File: src/rtl/eeb_pkg.sv
package eeb_pkg;

    typedef enum logic [2:0] {
        ST_IDLE,
        ST_SELECT,
        ST_COMMAND,
        ST_ADDRESS,
        ST_READ,
        ST_DESELECT
    } eeb_state_e;

    localparam int unsigned EEB_WORD_W    = 16;
    localparam int unsigned EEB_READ_BITS = EEB_WORD_W + 1;
    localparam int unsigned EEB_CMD_BITS  = 3;
    // start bit, then read opcode; sent from bit 2 down to bit 0
    localparam logic [EEB_CMD_BITS-1:0] EEB_READ_CMD = 3'b110;

endpackage

File: src/rtl/eeb_phase_timer.sv
module eeb_phase_timer #(
    parameter int unsigned LOW_CYC  = 50,
    parameter int unsigned HIGH_CYC = 150
) (
    input  logic clk,
    input  logic rst_n,
    input  logic run,
    output logic sclk,
    output logic rise_evt,
    output logic slot_end
);

    localparam int unsigned MAX_CYC = (LOW_CYC > HIGH_CYC) ? LOW_CYC : HIGH_CYC;
    localparam int unsigned CNT_W   = $clog2(MAX_CYC + 1);

    logic [CNT_W-1:0] cnt;
    logic             phase_hi;

    assign sclk     = phase_hi;
    assign rise_evt = run && !phase_hi && (cnt == CNT_W'(LOW_CYC - 1));
    assign slot_end = run &&  phase_hi && (cnt == CNT_W'(HIGH_CYC - 1));

    always_ff @(posedge clk) begin
        if (!rst_n || !run) begin
            cnt      <= '0;
            phase_hi <= 1'b0;
        end else if (rise_evt) begin
            cnt      <= '0;
            phase_hi <= 1'b1;
        end else if (slot_end) begin
            cnt      <= '0;
            phase_hi <= 1'b0;
        end else begin
            cnt      <= cnt + CNT_W'(1);
        end
    end

    // a phase never outlasts its programmed length
    assert_low_phase_bounded_R2 : assert property (@(posedge clk) disable iff (!rst_n)
        (run && !phase_hi) |-> (cnt < CNT_W'(LOW_CYC)));
    assert_high_phase_bounded_R2 : assert property (@(posedge clk) disable iff (!rst_n)
        (run && phase_hi) |-> (cnt < CNT_W'(HIGH_CYC)));

endmodule

File: src/rtl/eeb_word_shifter.sv
module eeb_word_shifter #(
    parameter int unsigned WORD_W = 16
) (
    input  logic              clk,
    input  logic              rst_n,
    input  logic              capture,
    input  logic              bit_in,
    input  logic              publish,
    output logic [WORD_W-1:0] word_out,
    output logic              word_valid
);

    // Seventeen shifts into a sixteen-bit register push the dummy bit out the top
    logic [WORD_W-1:0] shreg;

    always_ff @(posedge clk) begin
        if (!rst_n) begin
            shreg      <= '0;
            word_out   <= '0;
            word_valid <= 1'b0;
        end else begin
            if (capture) begin
                shreg <= {shreg[WORD_W-2:0], bit_in};
            end
            word_valid <= publish;
            if (publish) begin
                word_out <= shreg;
            end
        end
    end

    // each word strobe lasts one cycle
    assert_valid_single_cycle_R7 : assert property (@(posedge clk) disable iff (!rst_n)
        word_valid |=> !word_valid);

    // data is held between strobes
    assert_word_held_R7 : assert property (@(posedge clk) disable iff (!rst_n)
        !word_valid |-> $stable(word_out));

endmodule

File: src/rtl/eeprom_burst_reader.sv
module eeprom_burst_reader
    import eeb_pkg::*;
#(
    parameter int unsigned ADDR_W   = 6,
    parameter int unsigned LOW_CYC  = 50,
    parameter int unsigned HIGH_CYC = 150,
    localparam int unsigned CNT_W   = ADDR_W + 1
) (
    input  logic                  clk,
    input  logic                  rst_n,
    input  logic                  start,
    input  logic [ADDR_W-1:0]     start_addr,
    input  logic [CNT_W-1:0]      word_count,
    output logic                  ee_sclk,
    output logic                  ee_cs,
    output logic                  ee_mosi,
    input  logic                  ee_miso,
    output logic                  word_valid,
    output logic [EEB_WORD_W-1:0] word_data,
    output logic                  done
);

    localparam int unsigned IDX_W = 5;
    localparam int unsigned AIW   = (ADDR_W > 1) ? $clog2(ADDR_W) : 1;

    eeb_state_e         state, state_nx;
    logic [IDX_W-1:0]   idx, idx_nx;
    logic [ADDR_W-1:0]  cur_addr, addr_nx;
    logic [CNT_W-1:0]   remaining, rem_nx;
    logic               done_nx;

    logic               run;
    logic               rise_evt;
    logic               slot_end;
    logic               capture;
    logic               publish;
    logic [1:0]         cmd_sel;

    eeb_phase_timer #(
        .LOW_CYC  (LOW_CYC),
        .HIGH_CYC (HIGH_CYC)
    ) u_timer (
        .clk      (clk),
        .rst_n    (rst_n),
        .run      (run),
        .sclk     (ee_sclk),
        .rise_evt (rise_evt),
        .slot_end (slot_end)
    );

    assign capture = (state == ST_READ) && rise_evt;
    assign publish = (state == ST_READ) && slot_end
                     && (idx == IDX_W'(EEB_READ_BITS - 1));

    eeb_word_shifter #(
        .WORD_W (EEB_WORD_W)
    ) u_shift (
        .clk        (clk),
        .rst_n      (rst_n),
        .capture    (capture),
        .bit_in     (ee_miso),
        .publish    (publish),
        .word_out   (word_data),
        .word_valid (word_valid)
    );

    // next-state and counter logic
    always_comb begin
        state_nx = state;
        idx_nx   = idx;
        addr_nx  = cur_addr;
        rem_nx   = remaining;
        done_nx  = 1'b0;
        unique case (state)
            ST_IDLE: begin
                if (start) begin
                    if (word_count == '0) begin
                        done_nx = 1'b1;
                    end else begin
                        state_nx = ST_SELECT;
                        addr_nx  = start_addr;
                        rem_nx   = word_count;
                        idx_nx   = '0;
                    end
                end
            end
            ST_SELECT: begin
                if (slot_end) begin
                    state_nx = ST_COMMAND;
                    idx_nx   = '0;
                end
            end
            ST_COMMAND: begin
                if (slot_end) begin
                    if (idx == IDX_W'(EEB_CMD_BITS - 1)) begin
                        state_nx = ST_ADDRESS;
                        idx_nx   = IDX_W'(ADDR_W - 1);
                    end else begin
                        idx_nx = idx + IDX_W'(1);
                    end
                end
            end
            ST_ADDRESS: begin
                if (slot_end) begin
                    if (idx == '0) begin
                        state_nx = ST_READ;
                    end else begin
                        idx_nx = idx - IDX_W'(1);
                    end
                end
            end
            ST_READ: begin
                if (slot_end) begin
                    if (idx == IDX_W'(EEB_READ_BITS - 1)) begin
                        state_nx = ST_DESELECT;
                        idx_nx   = '0;
                    end else begin
                        idx_nx = idx + IDX_W'(1);
                    end
                end
            end
            ST_DESELECT: begin
                if (slot_end) begin
                    rem_nx  = remaining - CNT_W'(1);
                    addr_nx = cur_addr + ADDR_W'(1);
                    if (remaining == CNT_W'(1)) begin
                        state_nx = ST_IDLE;
                        done_nx  = 1'b1;
                    end else begin
                        state_nx = ST_SELECT;
                    end
                end
            end
            default: state_nx = ST_IDLE;
        endcase
    end

    // state register
    always_ff @(posedge clk) begin
        if (!rst_n) begin
            state     <= ST_IDLE;
            idx       <= '0;
            cur_addr  <= '0;
            remaining <= '0;
            done      <= 1'b0;
        end else begin
            state     <= state_nx;
            idx       <= idx_nx;
            cur_addr  <= addr_nx;
            remaining <= rem_nx;
            done      <= done_nx;
        end
    end

    // outputs decoded from the registered state
    always_comb begin
        cmd_sel = 2'd2 - idx[1:0];
        run     = (state != ST_IDLE);
        ee_cs   = 1'b0;
        ee_mosi = 1'b0;
        unique case (state)
            ST_IDLE:     ee_cs = 1'b0;
            ST_SELECT:   ee_cs = 1'b1;
            ST_COMMAND: begin
                ee_cs   = 1'b1;
                ee_mosi = EEB_READ_CMD[cmd_sel];
            end
            ST_ADDRESS: begin
                ee_cs   = 1'b1;
                ee_mosi = cur_addr[idx[AIW-1:0]];
            end
            ST_READ:     ee_cs = 1'b1;
            ST_DESELECT: ee_cs = 1'b0;
            default:     ee_cs = 1'b0;
        endcase
    end

    // chip select moves only in a low phase
    assert_cs_moves_low_R2 : assert property (@(posedge clk) disable iff (!rst_n)
        !$stable(ee_cs) |-> !ee_sclk);

    // data-out moves only in a low phase
    assert_mosi_moves_low_R5 : assert property (@(posedge clk) disable iff (!rst_n)
        !$stable(ee_mosi) |-> !ee_sclk);

    // deselect slot always drives chip select low
    assert_deselect_cs_low_R8 : assert property (@(posedge clk) disable iff (!rst_n)
        ($past(state) == ST_READ && state == ST_DESELECT) |-> (!ee_cs && !ee_sclk));

    // the final deselect is followed by done
    assert_done_after_deselect_R10 : assert property (@(posedge clk) disable iff (!rst_n)
        ($past(state) == ST_DESELECT && state == ST_IDLE) |-> done);

    // zero count finishes at once, serial clock idle
    assert_zero_count_done_R11 : assert property (@(posedge clk) disable iff (!rst_n)
        (state == ST_IDLE && start && word_count == '0) |=> (done && !ee_sclk && !ee_cs));

    // a start during a burst leaves address and count untouched
    assert_busy_start_ignored_R12 : assert property (@(posedge clk) disable iff (!rst_n)
        (state != ST_IDLE && start && !slot_end) |=> ($stable(cur_addr) && $stable(remaining)));

endmodule

File: config.mk
export PLATFORM = sky130hd
export DESIGN_NAME = eeprom_burst_reader
export DESIGN_NICKNAME = d
export VERILOG_FILES = /design/src/rtl/eeb_pkg.sv /design/src/rtl/eeb_phase_timer.sv /design/src/rtl/eeb_word_shifter.sv /design/src/rtl/eeprom_burst_reader.sv
export SDC_FILE = /design/constraint.sdc
export NUM_CORES = 1
export LEC_CHECK = 0
export ABC_AREA = 0
export BUFFER_PORTS_ARGS = -buffer_cell sky130_fd_sc_hd__buf_2
export CORE_MARGIN = 4
export CORE_UTILIZATION = 30
export DETAILED_ROUTE_END_ITERATION = 16
export GPL_TIMING_DRIVEN = 1
export SYNTH_ARGS = -nofsm -noshare
export SYNTH_HDL_FRONTEND = slang
export SYNTH_SLANG_ARGS = --single-unit
File: constraint.sdc
create_clock -name clk -period 6.07 [get_ports clk]
set_clock_uncertainty 0.2 [all_clocks]
set_input_delay 1.214 -clock clk [delete_from_list [all_inputs] [get_ports clk]]
set_output_delay 1.214 -clock clk [all_outputs]
set_load 0.02 [all_outputs]
Yosys cells after proc, flatten, opt, wreduce, memory -nomap -nowiden
Index checks and enable logic that the tools add are counted.

Memory bits (read-only): 0. Bits in registers: 64. Output and inout bits: 21. Memories kept: 0. Bits in latches: 0. Memory bits (writable): 0.

Order comparisons: 2. Eq/ne operators: 21. Shift operators: 0. Bitwise operators: 0. Mux-type cells: 43. Divide/modulo/power cells: 0. Add/sub/neg operators: 6. $mul: 0. Reductions and logical operators: 23.

Operator list (number): 5-bit two-way mux (9); 3-bit two-way mux (10); 5-bit one-hot mux with 5 select lines (1); 7-bit two-way mux (3); 2-bit != test (second input constant) (10); 6-bit two-way mux (3); 3-bit one-hot mux with 6 select lines (1); 7-bit one-hot mux with 2 select lines (1); 6-bit one-hot mux with 2 select lines (1); 1-bit two-way mux (10); 10-bit AND reduction (1); 8-bit by 1-bit adder with 8-bit output (second input constant) (1); 8-bit by 6-bit == test with 1-bit output (second input constant) (1); 8-bit == test (second input constant) (1); 8-bit AND reduction (1); 7-bit by 1-bit == test with 1-bit output (second input constant) (1); 1-bit logical AND (7); 7-bit logical NOT (1); 7-bit by 1-bit subtractor with 7-bit output (second input constant) (1); 6-bit by 1-bit adder with 6-bit output (second input constant) (1); 3-bit by 2-bit == test with 1-bit output (second input constant) (2); 3-bit == test (second input constant) (2); 5-bit by 1-bit adder with 5-bit output (second input constant) (1); 5-bit by 2-bit == test with 1-bit output (second input constant) (1); 20 further kinds (24).

Logic depth before layout (Yosys ltp)
Word-level depth: 5. Mapped depth: 9. Gate-level depth less buffers: 8.

By module
Synthesis repeated with hierarchy kept, for this count alone.

Cell total of the unflattened synthesis: 386. Area, all modules: 3509.6 um^2.

Modules (own cells, without submodules): eeprom_burst_reader (area each 1786.7 um^2, cells each 231, instances 1, seq. area each 440.4 um^2); eeb_word_shifter (area each 1262.5 um^2, cells each 105, instances 1, seq. area each 660.6 um^2); eeb_phase_timer (area each 460.4 um^2, cells each 50, instances 1, seq. area each 180.2 um^2).

Least setup slack after synthesis
No wires, ideal clock.

Kind: register to output. From: register idx[0]. To: output ee_mosi. Path buffers: 1. Stages on the path, launching flop included: 8. Slack: 3.037 ns. Data required time: 4.656 ns. Data arrival time: 1.619 ns. Cell sequence: dfxtp_1 -> clkbuf_1 -> inv_1 -> ha_1 -> xor2_1 -> nor2_1 -> a21oi_1 -> nor2_1.

Longest elaborated chain between the ends: 4. Elaborated cells between the ends (all ways): 6.

RTL lines: start, declared (line eeprom_burst_reader.sv:27) `logic [IDX_W-1:0] idx, idx_nx;`; start signal, assigned (line eeprom_burst_reader.sv:148) `idx <= idx_nx;`; 2-bit subtractor (line eeprom_burst_reader.sv:157) `cmd_sel = 2'd2 - idx[1:0];`; 1-bit binary-select mux with 2-bit select (line eeprom_burst_reader.sv:166) `ee_mosi = EEB_READ_CMD[cmd_sel];`; 1-bit two-way mux (implied by the code) (line eeprom_burst_reader.sv:166); 1-bit one-hot mux with 2 select lines * (line eeprom_burst_reader.sv:161) `unique case (state)`; end, declared (line eeprom_burst_reader.sv:16) `output logic ee_mosi,`.

Every way passes the cells marked *; elsewhere a longest branch is shown, timed or not. The select of a mux whose other input is x is not followed.

Worst setup path in the final report
Same ends and word-level chain as after synthesis.

==> impl_results.md <==
* RSZ-0062 raised after global routing: no
* Sequential power share at 0.450
* Non-Filler Instances at 551
* Tcrit/Tclk final at 0.5585
* EDFF count, synth at 0
* Run status: completed
* LEAKAGE at 1.518 nW
* Clk_lat worst skew at 0.34 ns
* Clock network power share at 0.321
* Internal power at 746.7 uW
* Worst EP required at 4.66 ns
* Worst Path Arrival at 1.98 ns
* Share of cells above drive strength 1 at 0.1630
* DR WL/cell at 12.77 um
* Crit path kind: reg -> out
* Worst Reg-to-Reg Cells at 7
* N_diodes at 0
* Hold buffers post-CTS at 0
* Main flop type after synthesis: dfxtp_1
* Largest net degree at the start of global routing at 49
* Post-Synthesis Cells at 382
* Worst Hold Margin at 0.2703 ns
* Seq cells post-synth at 64
* Rows at 38
* Die area at 12760 um2
* Power Density at 299.6 nW/um2
* Comb pwr share at 0.229
* Worst slew pin tran at 0.9504 ns
* Seq/Total Area, Yosys at 0.3877
* H-tree lvl count at 3
* TritonCTS Buffers at 9
* Synthesized Nets at 408
* Die X at 113.0 um
* Initial Util at 0.3062
* Synth top area share at 0.3877
* Peak supply drop at 0.1172 mV
* First-pass GRT wire length at 12.36 mm
* R2R Path Start: state[1]
* Synth cell types at 57
* DP Wirelength at 4.842 mm
* Starting DRT DRC Count at 135
* Sw Ratio at 0.3321
* DP Cell Count at 536
* Worst setup EP type: primary output
* Via density at 4.897
* Synth-to-Final Area Change at 12.95%
* CP Cell Sequence: inv_1 -> ha_1 -> xor2_1 -> nor2_1 -> a21oi_1 -> nor2_1 -> buf_2
* Drt total wl at 7.038 mm
* Worst hold path stage count at 2
* CP max stage cell: dfxtp_1
* Max Cap Viol at 0
* Max FO, Critical Path at 8
* Post-synth top area cell: dfxtp_1
* Slew margin rel. at 0.3664
* Nets at 433
* Largest stage delay, worst path at 0.52 ns
* Hold path start: remaining[1]
* RD Place Congestion at 0.8462
* Final hold viol count at 0
* CORE AREA at 10790 um2
* Max Buffers Root-to-Sink at 2
* Final Max Slew Viols at 0
* Mapped Area at 3304 um2
* Setup TNS at 0 ns
* Global route total overflow at 0
* Synth top area cells: dfxtp_1, mux2i_1, nor2_1
* Mean Syn Cell Area at 8.650 um2
* Asr flop ratio synth at 0
* Max Fclk at 295.0 MHz
* Minimum clock period at 3.390 ns
* Resized cells post-CTS at 0
* Yosys warnings at 0
* Clock slew at reported path FFs at 0.07 ns
* Vertical die dimension at 113.0 um
* Port Buffer Count at 37
* Placed Area at 3537 um2
* Worst min path class: reg -> reg
* CTS tree: done
* Root Driver: clkbuf_8
* Clk sinks at 64
* Setup-failing EPs final at 0
* Vias in the first global route at 2582
* Routed via count at 2698
* Number of I/O pins at 38
* # DRC at 0
* Pre-antenna DRT Iters at 4
* Setup repair bufs after CTS at 0
* Final ANT Viol Nets at 0
* Initial antenna violation count at 0
* Multi-input gate area at 1858 um2
* CP startpoint kind: flip-flop
* # fillers at 1098
* NetSw at 371.3 uW
* Reg area at 1281 um2
* Power Total at 1.118 mW
* Worst path most repeated cell: nor2_1
* Critical path launch point: idx[0]
* Final instance area at 3732 um2
* Gr usage total at 0.1172
cell usage in the layout (no fill, tap or decap), types with 2 or more instances in the layout:
cell type and n:
a211oi_1 4, a21boi_1 3, a22oi_1 3, xor2_1 6, ha_1 9, o31ai_1 6
dfxtp_1 64, o41ai_1 4, o32ai_1 2, nor3_1 5, o22ai_1 5, a32oi_1 3
a21oi_1 15, nand2b_1 4, nand2_1 40, nor4b_1 2, o21ai_0 12, or2_2 2
nor2_1 52, clkinvlp_4 3, nand3_1 7, inv_1 8, clkbuf_8 10, nor4_1 3
or3_1 3, a22o_1 2, a2bb2oi_1 2, nand4_1 2, a31oi_1 2, mux2i_1 33
buf_2 37, o211ai_1 7, and3_1 3, nand3b_1 3, nor2b_1 21
flip-flops by register name, summed over array words and instances, names as in the netlist, 3 cells and up:
signal / count
u_timer.cnt: 8
u_shift.word_out: 16
remaining: 7
u_shift.shreg: 16
idx: 5
state: 3
cur_addr: 6
metrics by stage:
stage	utilization	setup WS, ns
floorplan	-	3.037
global placement	0.3277	2.511
detailed placement	0.3277	2.452
CTS	0.3458	2.654
global route	0.3458	2.486
finish	0.3458	2.680
synthesized netlist by cell type (all sizes together), types with 4 or more instances:
cell and instances:
xor2 6, nor2 54, o211ai 7, nand3 8, nor2b 21, o21ai 13
nand2 41, clkbuf 12, buf 12, inv 8, a211oi 4, o41ai 4
nand2b 4, o31ai 6, dfxtp 64, a21oi 15, o22ai 6, ha 9
mux2i 33, nor3 5
cell type report:
| class | instances | share of cell area |
|---|---|---|
| Clock inverter | 5 | 0.01542 |
| Inverter | 8 | 0.008046 |
| Sequential cell | 64 | 0.3433 |
| Tap cell | 140 | 0.04693 |
| Multi-Input combinational cell | 286 | 0.4978 |
| Clock buffer | 10 | 0.03688 |
| Timing Repair Buffer | 38 | 0.05163 |
logic make-up after synthesis:
logic type | count (synthesis) | synth area share
AOI/OAI and AO/OA | 77 | 0.1590
xor gates and xnor gates | 7 | 0.01855
adders and majority gates | 9 | 0.03408
buffers and inverters | 32 | 0.04998
DFF | 64 | 0.3877
muxes | 34 | 0.1068
and+or+nand+nor | 159 | 0.2438
per-layer routing:
metal  vias to the layer above  routed length, um  track usage  share of wire
met3                        15                265      0.02995          0.038
met4                         0                139      0.05128          0.020
li1                       1397                  -            -              -
met5                         -                  0            0              0
met2                        46               3240       0.1825           0.46
met1                      1240               3393       0.1533           0.48
power groups by stage:
| stage | combinational (mW) | sequential (mW) | clock, mW |
|---|---|---|---|
| after floorplan | 0.246 | 0.485 | 0 |
| after global placement | 0.249 | 0.512 | 0 |
| after detailed placement | 0.255 | 0.513 | 0 |
| after CTS | 0.256 | 0.503 | 0.375 |
| after global routing | 0.294 | 0.510 | 0.396 |
| final | 0.256 | 0.503 | 0.359 |
worst max-delay path, delay by kind of cell, from the launching register on:
family                   cells  cell delay (ns)
buffers and inverters        2             0.37
AND/OR/NAND/NOR              2             0.19
flip-flops                   1             0.52
adder cells (fa/ha/maj)      1             0.36
AO/OA/AOI/OAI                1             0.05
XOR/XNOR                     1             0.15
final timing paths:
path | endpoint | slack [ns]
max | ee_mosi | 2.68
min | remaining[1] | 0.27
max reg2reg | cur_addr[0] | 3.21
min reg2reg | remaining[1] | 0.27
(Power assumes the default switching activity.)
